$ cat src/rtl/ctb_pkg.sv
package ctb_pkg;

  localparam logic [1:0] ADDR_LOW  = 2'd0;
  localparam logic [1:0] ADDR_HIGH = 2'd1;
  localparam logic [1:0] ADDR_SEL  = 2'd2;

  typedef enum logic [1:0] {
    SRC_LOW  = 2'd0,
    SRC_HIGH = 2'd1,
    SRC_ZERO = 2'd2
  } rdSrc_e;

  typedef struct packed {
    logic snapLow;
    logic releaseHigh;
    logic selWrite;
  } ctbStrobe_t;

endpackage

$ cat src/rtl/ctb_ctrl.sv
module ctb_ctrl
  import ctb_pkg::*;
#(
  parameter int BYTE_W = 8,
  parameter int SEL_W  = 2
) (
  input  logic [1:0]        busAddr,
  input  logic              busWrEn,
  input  logic [BYTE_W-1:0] busWrData,
  input  logic              busRdEn,
  output ctbStrobe_t        strb,
  output logic [SEL_W-1:0]  selData,
  output rdSrc_e            rdSrc
);

  logic unusedWrHi;
  assign unusedWrHi = ^busWrData[BYTE_W-1:SEL_W];

  always_comb begin
    strb.snapLow     = busRdEn && (busAddr == ADDR_LOW);
    strb.releaseHigh = busRdEn && (busAddr == ADDR_HIGH);
    strb.selWrite    = busWrEn && (busAddr == ADDR_SEL);
    selData          = busWrData[SEL_W-1:0];
    unique case (busAddr)
      ADDR_LOW:  rdSrc = SRC_LOW;
      ADDR_HIGH: rdSrc = SRC_HIGH;
      default:   rdSrc = SRC_ZERO;
    endcase
  end

endmodule

$ cat src/rtl/ctb_datapath.sv
module ctb_datapath
  import ctb_pkg::*;
#(
  parameter int CNT_W    = 16,
  parameter int SEL_W    = 2,
  parameter int DIV_STEP = 4
) (
  input  logic                clk,
  input  logic                rstN,
  input  ctbStrobe_t          strb,
  input  logic [SEL_W-1:0]    selData,
  input  rdSrc_e              rdSrc,
  output logic [CNT_W/2-1:0]  rdData,
  output logic [CNT_W-1:0]    count
);

  localparam int BYTE_W  = CNT_W / 2;
  localparam int NUM_SEL = 1 << SEL_W;
  localparam int DIV_W   = DIV_STEP * (NUM_SEL - 1);

  logic [SEL_W-1:0] sel;
  logic [DIV_W-1:0] divCnt;
  logic [DIV_W-1:0] limTab [NUM_SEL];
  logic [CNT_W-1:0] held;
  logic             locked;
  logic             tick;

  for (genvar g = 0; g < NUM_SEL; g++) begin : gen_lim
    assign limTab[g] = DIV_W'((64'd1 << (DIV_STEP * g)) - 64'd1);
  end

  assign tick = (divCnt == limTab[sel]);

  // Prescaler: restarts on a select write
  always_ff @(posedge clk) begin
    if (!rstN) begin
      sel    <= '0;
      divCnt <= '0;
    end else if (strb.selWrite) begin
      sel    <= selData;
      divCnt <= '0;
    end else if (tick) begin
      divCnt <= '0;
    end else begin
      divCnt <= divCnt + 1'b1;
    end
  end

  // Live counter
  always_ff @(posedge clk) begin
    if (!rstN) begin
      count <= '0;
    end else if (tick && !strb.selWrite) begin
      count <= count + 1'b1;
    end
  end

  // Snapshot and lock
  always_ff @(posedge clk) begin
    if (!rstN) begin
      held   <= '0;
      locked <= 1'b0;
    end else if (strb.snapLow) begin
      held   <= count;
      locked <= 1'b1;
    end else if (strb.releaseHigh) begin
      locked <= 1'b0;
    end
  end

  always_comb begin
    unique case (rdSrc)
      SRC_LOW:  rdData = count[BYTE_W-1:0];
      SRC_HIGH: rdData = locked ? held[CNT_W-1:BYTE_W] : count[CNT_W-1:BYTE_W];
      default:  rdData = '0;
    endcase
  end

  // undivided code steps every edge
  assert_step_every_cycle_R2: assert property (@(posedge clk) disable iff (!rstN)
    (sel == '0 && !strb.selWrite) |=> (count == $past(count) + 1'b1));

  // no increment on the select-write edge
  assert_hold_on_select_R4: assert property (@(posedge clk) disable iff (!rstN)
    strb.selWrite |=> (count == $past(count)));

  // the live count never jumps, locked or not
  assert_no_jump_R8: assert property (@(posedge clk) disable iff (!rstN)
    (count == $past(count)) || (count == $past(count) + 1'b1));

  // a low read captures the count and locks
  assert_capture_R6: assert property (@(posedge clk) disable iff (!rstN)
    strb.snapLow |=> (locked && held == $past(count)));

  // a high read clears the lock
  assert_release_R7: assert property (@(posedge clk) disable iff (!rstN)
    (strb.releaseHigh && !strb.snapLow) |=> !locked);

endmodule

$ cat src/rtl/cap_timebase.sv
module cap_timebase
  import ctb_pkg::*;
#(
  parameter int CNT_W    = 16,
  parameter int SEL_W    = 2,
  parameter int DIV_STEP = 4
) (
  input  logic                clk,
  input  logic                rstN,
  input  logic [1:0]          busAddr,
  input  logic                busWrEn,
  input  logic [CNT_W/2-1:0]  busWrData,
  input  logic                busRdEn,
  output logic [CNT_W/2-1:0]  busRdData,
  output logic [CNT_W-1:0]    count
);

  localparam int BYTE_W = CNT_W / 2;

  ctbStrobe_t       strb;
  logic [SEL_W-1:0] selData;
  rdSrc_e           rdSrc;

  ctb_ctrl #(.BYTE_W(BYTE_W), .SEL_W(SEL_W)) u_ctrl (
    .busAddr   (busAddr),
    .busWrEn   (busWrEn),
    .busWrData (busWrData),
    .busRdEn   (busRdEn),
    .strb      (strb),
    .selData   (selData),
    .rdSrc     (rdSrc)
  );

  ctb_datapath #(.CNT_W(CNT_W), .SEL_W(SEL_W), .DIV_STEP(DIV_STEP)) u_dp (
    .clk     (clk),
    .rstN    (rstN),
    .strb    (strb),
    .selData (selData),
    .rdSrc   (rdSrc),
    .rdData  (busRdData),
    .count   (count)
  );

endmodule

$ cat config.mk
export PLATFORM = sky130hd
export DESIGN_NAME = cap_timebase
export DESIGN_NICKNAME = d
export VERILOG_FILES = /design/src/rtl/ctb_pkg.sv /design/src/rtl/ctb_ctrl.sv /design/src/rtl/ctb_datapath.sv /design/src/rtl/cap_timebase.sv
export SDC_FILE = /design/constraint.sdc
export NUM_CORES = 1
export LEC_CHECK = 0
export ABC_AREA = 1
export BUFFER_PORTS_ARGS = -buffer_cell sky130_fd_sc_hd__clkbuf_2
export CAP_MARGIN = 25
export CORE_MARGIN = 2
export CORE_UTILIZATION = 55
export DETAILED_ROUTE_END_ITERATION = 10
export PLACE_DENSITY_LB_ADDON = 0.25
export SYNTH_ARGS = -nofsm -noshare
export SYNTH_HDL_FRONTEND = slang
export SYNTH_SLANG_ARGS = --single-unit
$ cat constraint.sdc
create_clock -name clk -period 1.6 [get_ports clk]
set_input_delay 0.24 -clock clk [delete_from_list [all_inputs] [get_ports clk]]
set_output_delay 0.24 -clock clk [all_outputs]
set_load 0.02 [all_outputs]
==> load_flow_metrics.sql <==
INSERT INTO impl_metrics (metric_group, metric, value, unit) VALUES
('route', 'drt_wl_total', '4930', 'um'),
('critical_path', 'cp_max_fo', '6', ''),
('timing', 'final_tns_setup', '0', 'ns'),
('timing', 'clock_skew', '0.006146', 'ns'),
('power', 'p_leak', '1.003', 'nW'),
('timing', 'rsz0062_at_grt', 'false', ''),
('critical_path', 'worstSetupPathType', 'flop to primary output', ''),
('route', 'vias', '2092', ''),
('outcome', 'run_status', 'finished, final reports clean', ''),
('synthesis', 'synth-adder-area-share', '0.01168', ''),
('timing', 'fin_crit_share', '0.9505', ''),
('clocking', 'clk_pin_slew', '0.07', 'ns'),
('synthesis', 'synth_top_family_by_area', 'simple AND/OR/NAND/NOR gates', ''),
('layout', 'drive_gt1_frac', '0.2080', ''),
('power', 'pwr-share-comb', '0.163', ''),
('layout', 'fillerInstances', '349', ''),
('critical_path', 'critical_path.endpoint_type', 'primary output', ''),
('clocking', 'post_cts.repair.setup_buffers', '0', ''),
('place', 'place.detailed.hpwl', '3655', 'um'),
('route', 'detail_route.vias_per_cell', '5.243', ''),
('global_routing', 'grt_overflow', '0', ''),
('synthesis', 'synth_cells', '313', ''),
('synthesis', 'synth_fp_nets', '329', ''),
('floorplan', 'floorplan.die_area', '4410', 'sq um'),
('power', 'power.clock.fraction', '0.321', ''),
('layout', 'diodes', '0', ''),
('synthesis', 'postSynthRegisterBits', '39', ''),
('clocking', 'level_count_of_the_clock_h_tree', '2', ''),
('clocking', 'tritoncts', 'built', ''),
('floorplan', 'width_of_the_die', '66.41', 'um'),
('power', 'p_int', '1.424', 'mW'),
('clocking', 'clock_path_buffers', '2', ''),
('floorplan', 'ios', '38', ''),
('power', 'power.net_switching', '0.5570', 'mW'),
('global_routing', 'pin_count_of_the_biggest_net_entering_global_routing', '18', ''),
('timing', 'timing.final.setup_violations', '0', ''),
('synthesis', 'syn_avg_cell_area', '6.844', 'sq um'),
('clocking', 'hold_buffers', '0', ''),
('synthesis', 'ys_async_sr_fraction', '0', ''),
('synthesis', 'synth_compound_gate_area_share', '0.1437', ''),
('synthesis', 'cell_area_after_technology_mapping', '2142', 'sq um'),
('layout', 'register_area', '790.8', 'sq um'),
('synthesis', 'synth.mux.area_fraction', '0', ''),
('power', 'cellPowerDensity', '800.5', 'nW/um^2'),
('synthesis', 'synthXorXnorAreaFrac', '0.05315', ''),
('synthesis', 'dominantRegCellSynth', 'dfxtp_1', ''),
('power', 'power', '1.981', 'mW'),
('floorplan', 'floorplan.rows', '22', ''),
('floorplan', 'start_util', '0.5764', ''),
('place', 'buffer_ports.inserted', '31', ''),
('layout', 'multi_input_comb_area', '1199', 'sq um'),
('place', 'gp_congestion', '0.8674', ''),
('route', 'detail_route.iter0.violations', '135', ''),
('timing', 'slew_worst_pin', '0.3225', 'ns'),
('power', 'seq_power_share', '0.516', ''),
('synthesis', 'sequential_element_share_of_the_synthesized_area', '0.3645', ''),
('floorplan', 'chipHeight', '66.41', 'um'),
('timing', 'period_minus_slack', '1.521', 'ns'),
('route', 'post_drt_wl_per_cell', '12.36', 'um'),
('power', 'switching_share_of_power', '0.2812', ''),
('timing', 'timing.final.max_slew_violations', '0', ''),
('layout', 'finalNetCount', '366', ''),
('critical_path', 'cp.arrival', '1.28', 'ns'),
('floorplan', 'core_region_area', '3716', 'sq um'),
('flow_run', 'max_cap_viol_count', '0', ''),
('layout', 'syn2layout_area_growth', '15.54', '%'),
('synthesis', 'synthesis.yosys.warnings', '0', ''),
('global_routing', 'initial_antenna_violation_count', '0', ''),
('clocking', 'post_cts.resized_instances', '0', ''),
('clocking', 'clkLatencyLatePin', '0.29', 'ns'),
('route', 'detail_route.first_pass.iterations', '5', '');
## metrics by stage
step | cell area [sq um] | setup WS, ns | cells | utilization | hold slack, ns
floorplan | 2142 | 0.07720 | 313 | - | 0.4304
global placement | 2375 | 0.1377 | 391 | 0.6391 | 0.4477
detailed placement | 2375 | 0.1205 | 391 | 0.6391 | 0.4612
CTS | 2456 | 0.02749 | 399 | 0.6609 | 0.2224
global route | 2475 | 0.0005942 | 399 | 0.6660 | 0.2443
finish | 2475 | 0.07914 | 399 | 0.6660 | 0.2284
## kinds of logic after synthesis
group / count (synthesis)
buf+inv: 37
fa+ha+maj: 2
flops: 39
compound gates: 59
xor+xnor: 13
simple gates: 163
## cell usage after synthesis, types with 2 or more instances
cell type / n / area [sq um]
a21oi_1: 37 / 185.2
buf_2: 2 / 10.01
buf_4: 2 / 15.01
buf_6: 3 / 33.78
clkbuf_1: 5 / 18.77
clkinv_1: 2 / 7.510
dfxtp_1: 39 / 780.8
ha_1: 2 / 25.02
inv_1: 20 / 75.07
inv_2: 3 / 11.26
nand2_1: 70 / 262.8
nand2_2: 2 / 12.51
nand2_4: 2 / 22.52
nand3_1: 29 / 145.1
nand3_2: 2 / 20.02
nand4_1: 6 / 37.54
nor2_1: 41 / 153.9
o21ai_0: 10 / 50.05
o21ai_1: 6 / 30.03
o22ai_1: 4 / 25.02
or2_0: 2 / 12.51
or2_1: 2 / 12.51
xnor2_1: 2 / 17.52
xor2_1: 11 / 96.34
## power groups by stage
| stage | logic [mW] | clock network, mW | registers (mW) |
|---|---|---|---|
| 4_1_cts | 0.324 | 0.653 | 1.02 |
| 3_5_place_dp | 0.320 | 0 | 1.04 |
| 2_1_floorplan | 0.212 | 0 | 1.06 |
| 6_report | 0.323 | 0.636 | 1.02 |
| 5_1_grt | 0.356 | 0.695 | 1.02 |
| 3_3_place_gp | 0.318 | 0 | 1.04 |
## cell usage in the layout (no fill, tap or decap), drive strengths merged, types with 2 or more instances in the layout
cell | synthesis | layout
a21oi | 38 | 38
buf | 7 | 12
clkbuf | 5 | 37
clkinv | 2 | 3
dfxtp | 39 | 39
ha | 2 | 2
inv | 23 | 23
nand2 | 74 | 74
nand3 | 31 | 31
nand4 | 6 | 6
nor2 | 43 | 43
nor3 | 2 | 2
o21ai | 17 | 17
o22ai | 4 | 4
or2 | 6 | 6
xnor2 | 2 | 2
xor2 | 11 | 11
## sequential cells by signal, summed over array words and instances, names as in the netlist
register / flops
u_dp.count: 16
u_dp.locked: 1
u_dp.divCnt: 12
u_dp.held: 8
u_dp.sel: 2
## path summary, 6_finish.rpt
| kind | start | to | slack [ns] | cells after the start |
|---|---|---|---|---|
| max | u_dp.count[9] | busRdData[1] | 0.08 | 5 |
| min reg2reg | u_dp.divCnt[0] | u_dp.divCnt[0] | 0.45 | 1 |
| min | busWrData[1] | u_dp.sel[1] | 0.23 | 3 |
| max reg2reg | u_dp.divCnt[4] | u_dp.count[6] | 0.09 | 7 |
## critical path, stage by stage (launching register included)
cell,delay (ns)
dfxtp_1,0.44
inv_1,0.12
nor2_1,0.10
a21oi_1,0.05
o21ai_1,0.11
clkbuf_2,0.18
## metal layers
metal  routed length (um)  vias up  track usage  part of all wire
met1                 2534      917       0.3611              0.51
met4                   85        0      0.07653             0.017
met5                    0        -            0                 0
met3                  353       10      0.06133             0.072
met2                 1956       66       0.3513              0.40
li1                     -     1099            -                 -
## area by class of cell
type | count | area share
multi-input cells | 237 | 0.4843
flip-flops and latches | 39 | 0.3195
repair buffers | 42 | 0.1011
inverters | 25 | 0.03792
clock buffers | 7 | 0.03084
well taps | 48 | 0.02427
clock inverters | 1 | 0.002022
Power figures use the tool's default switching activity.
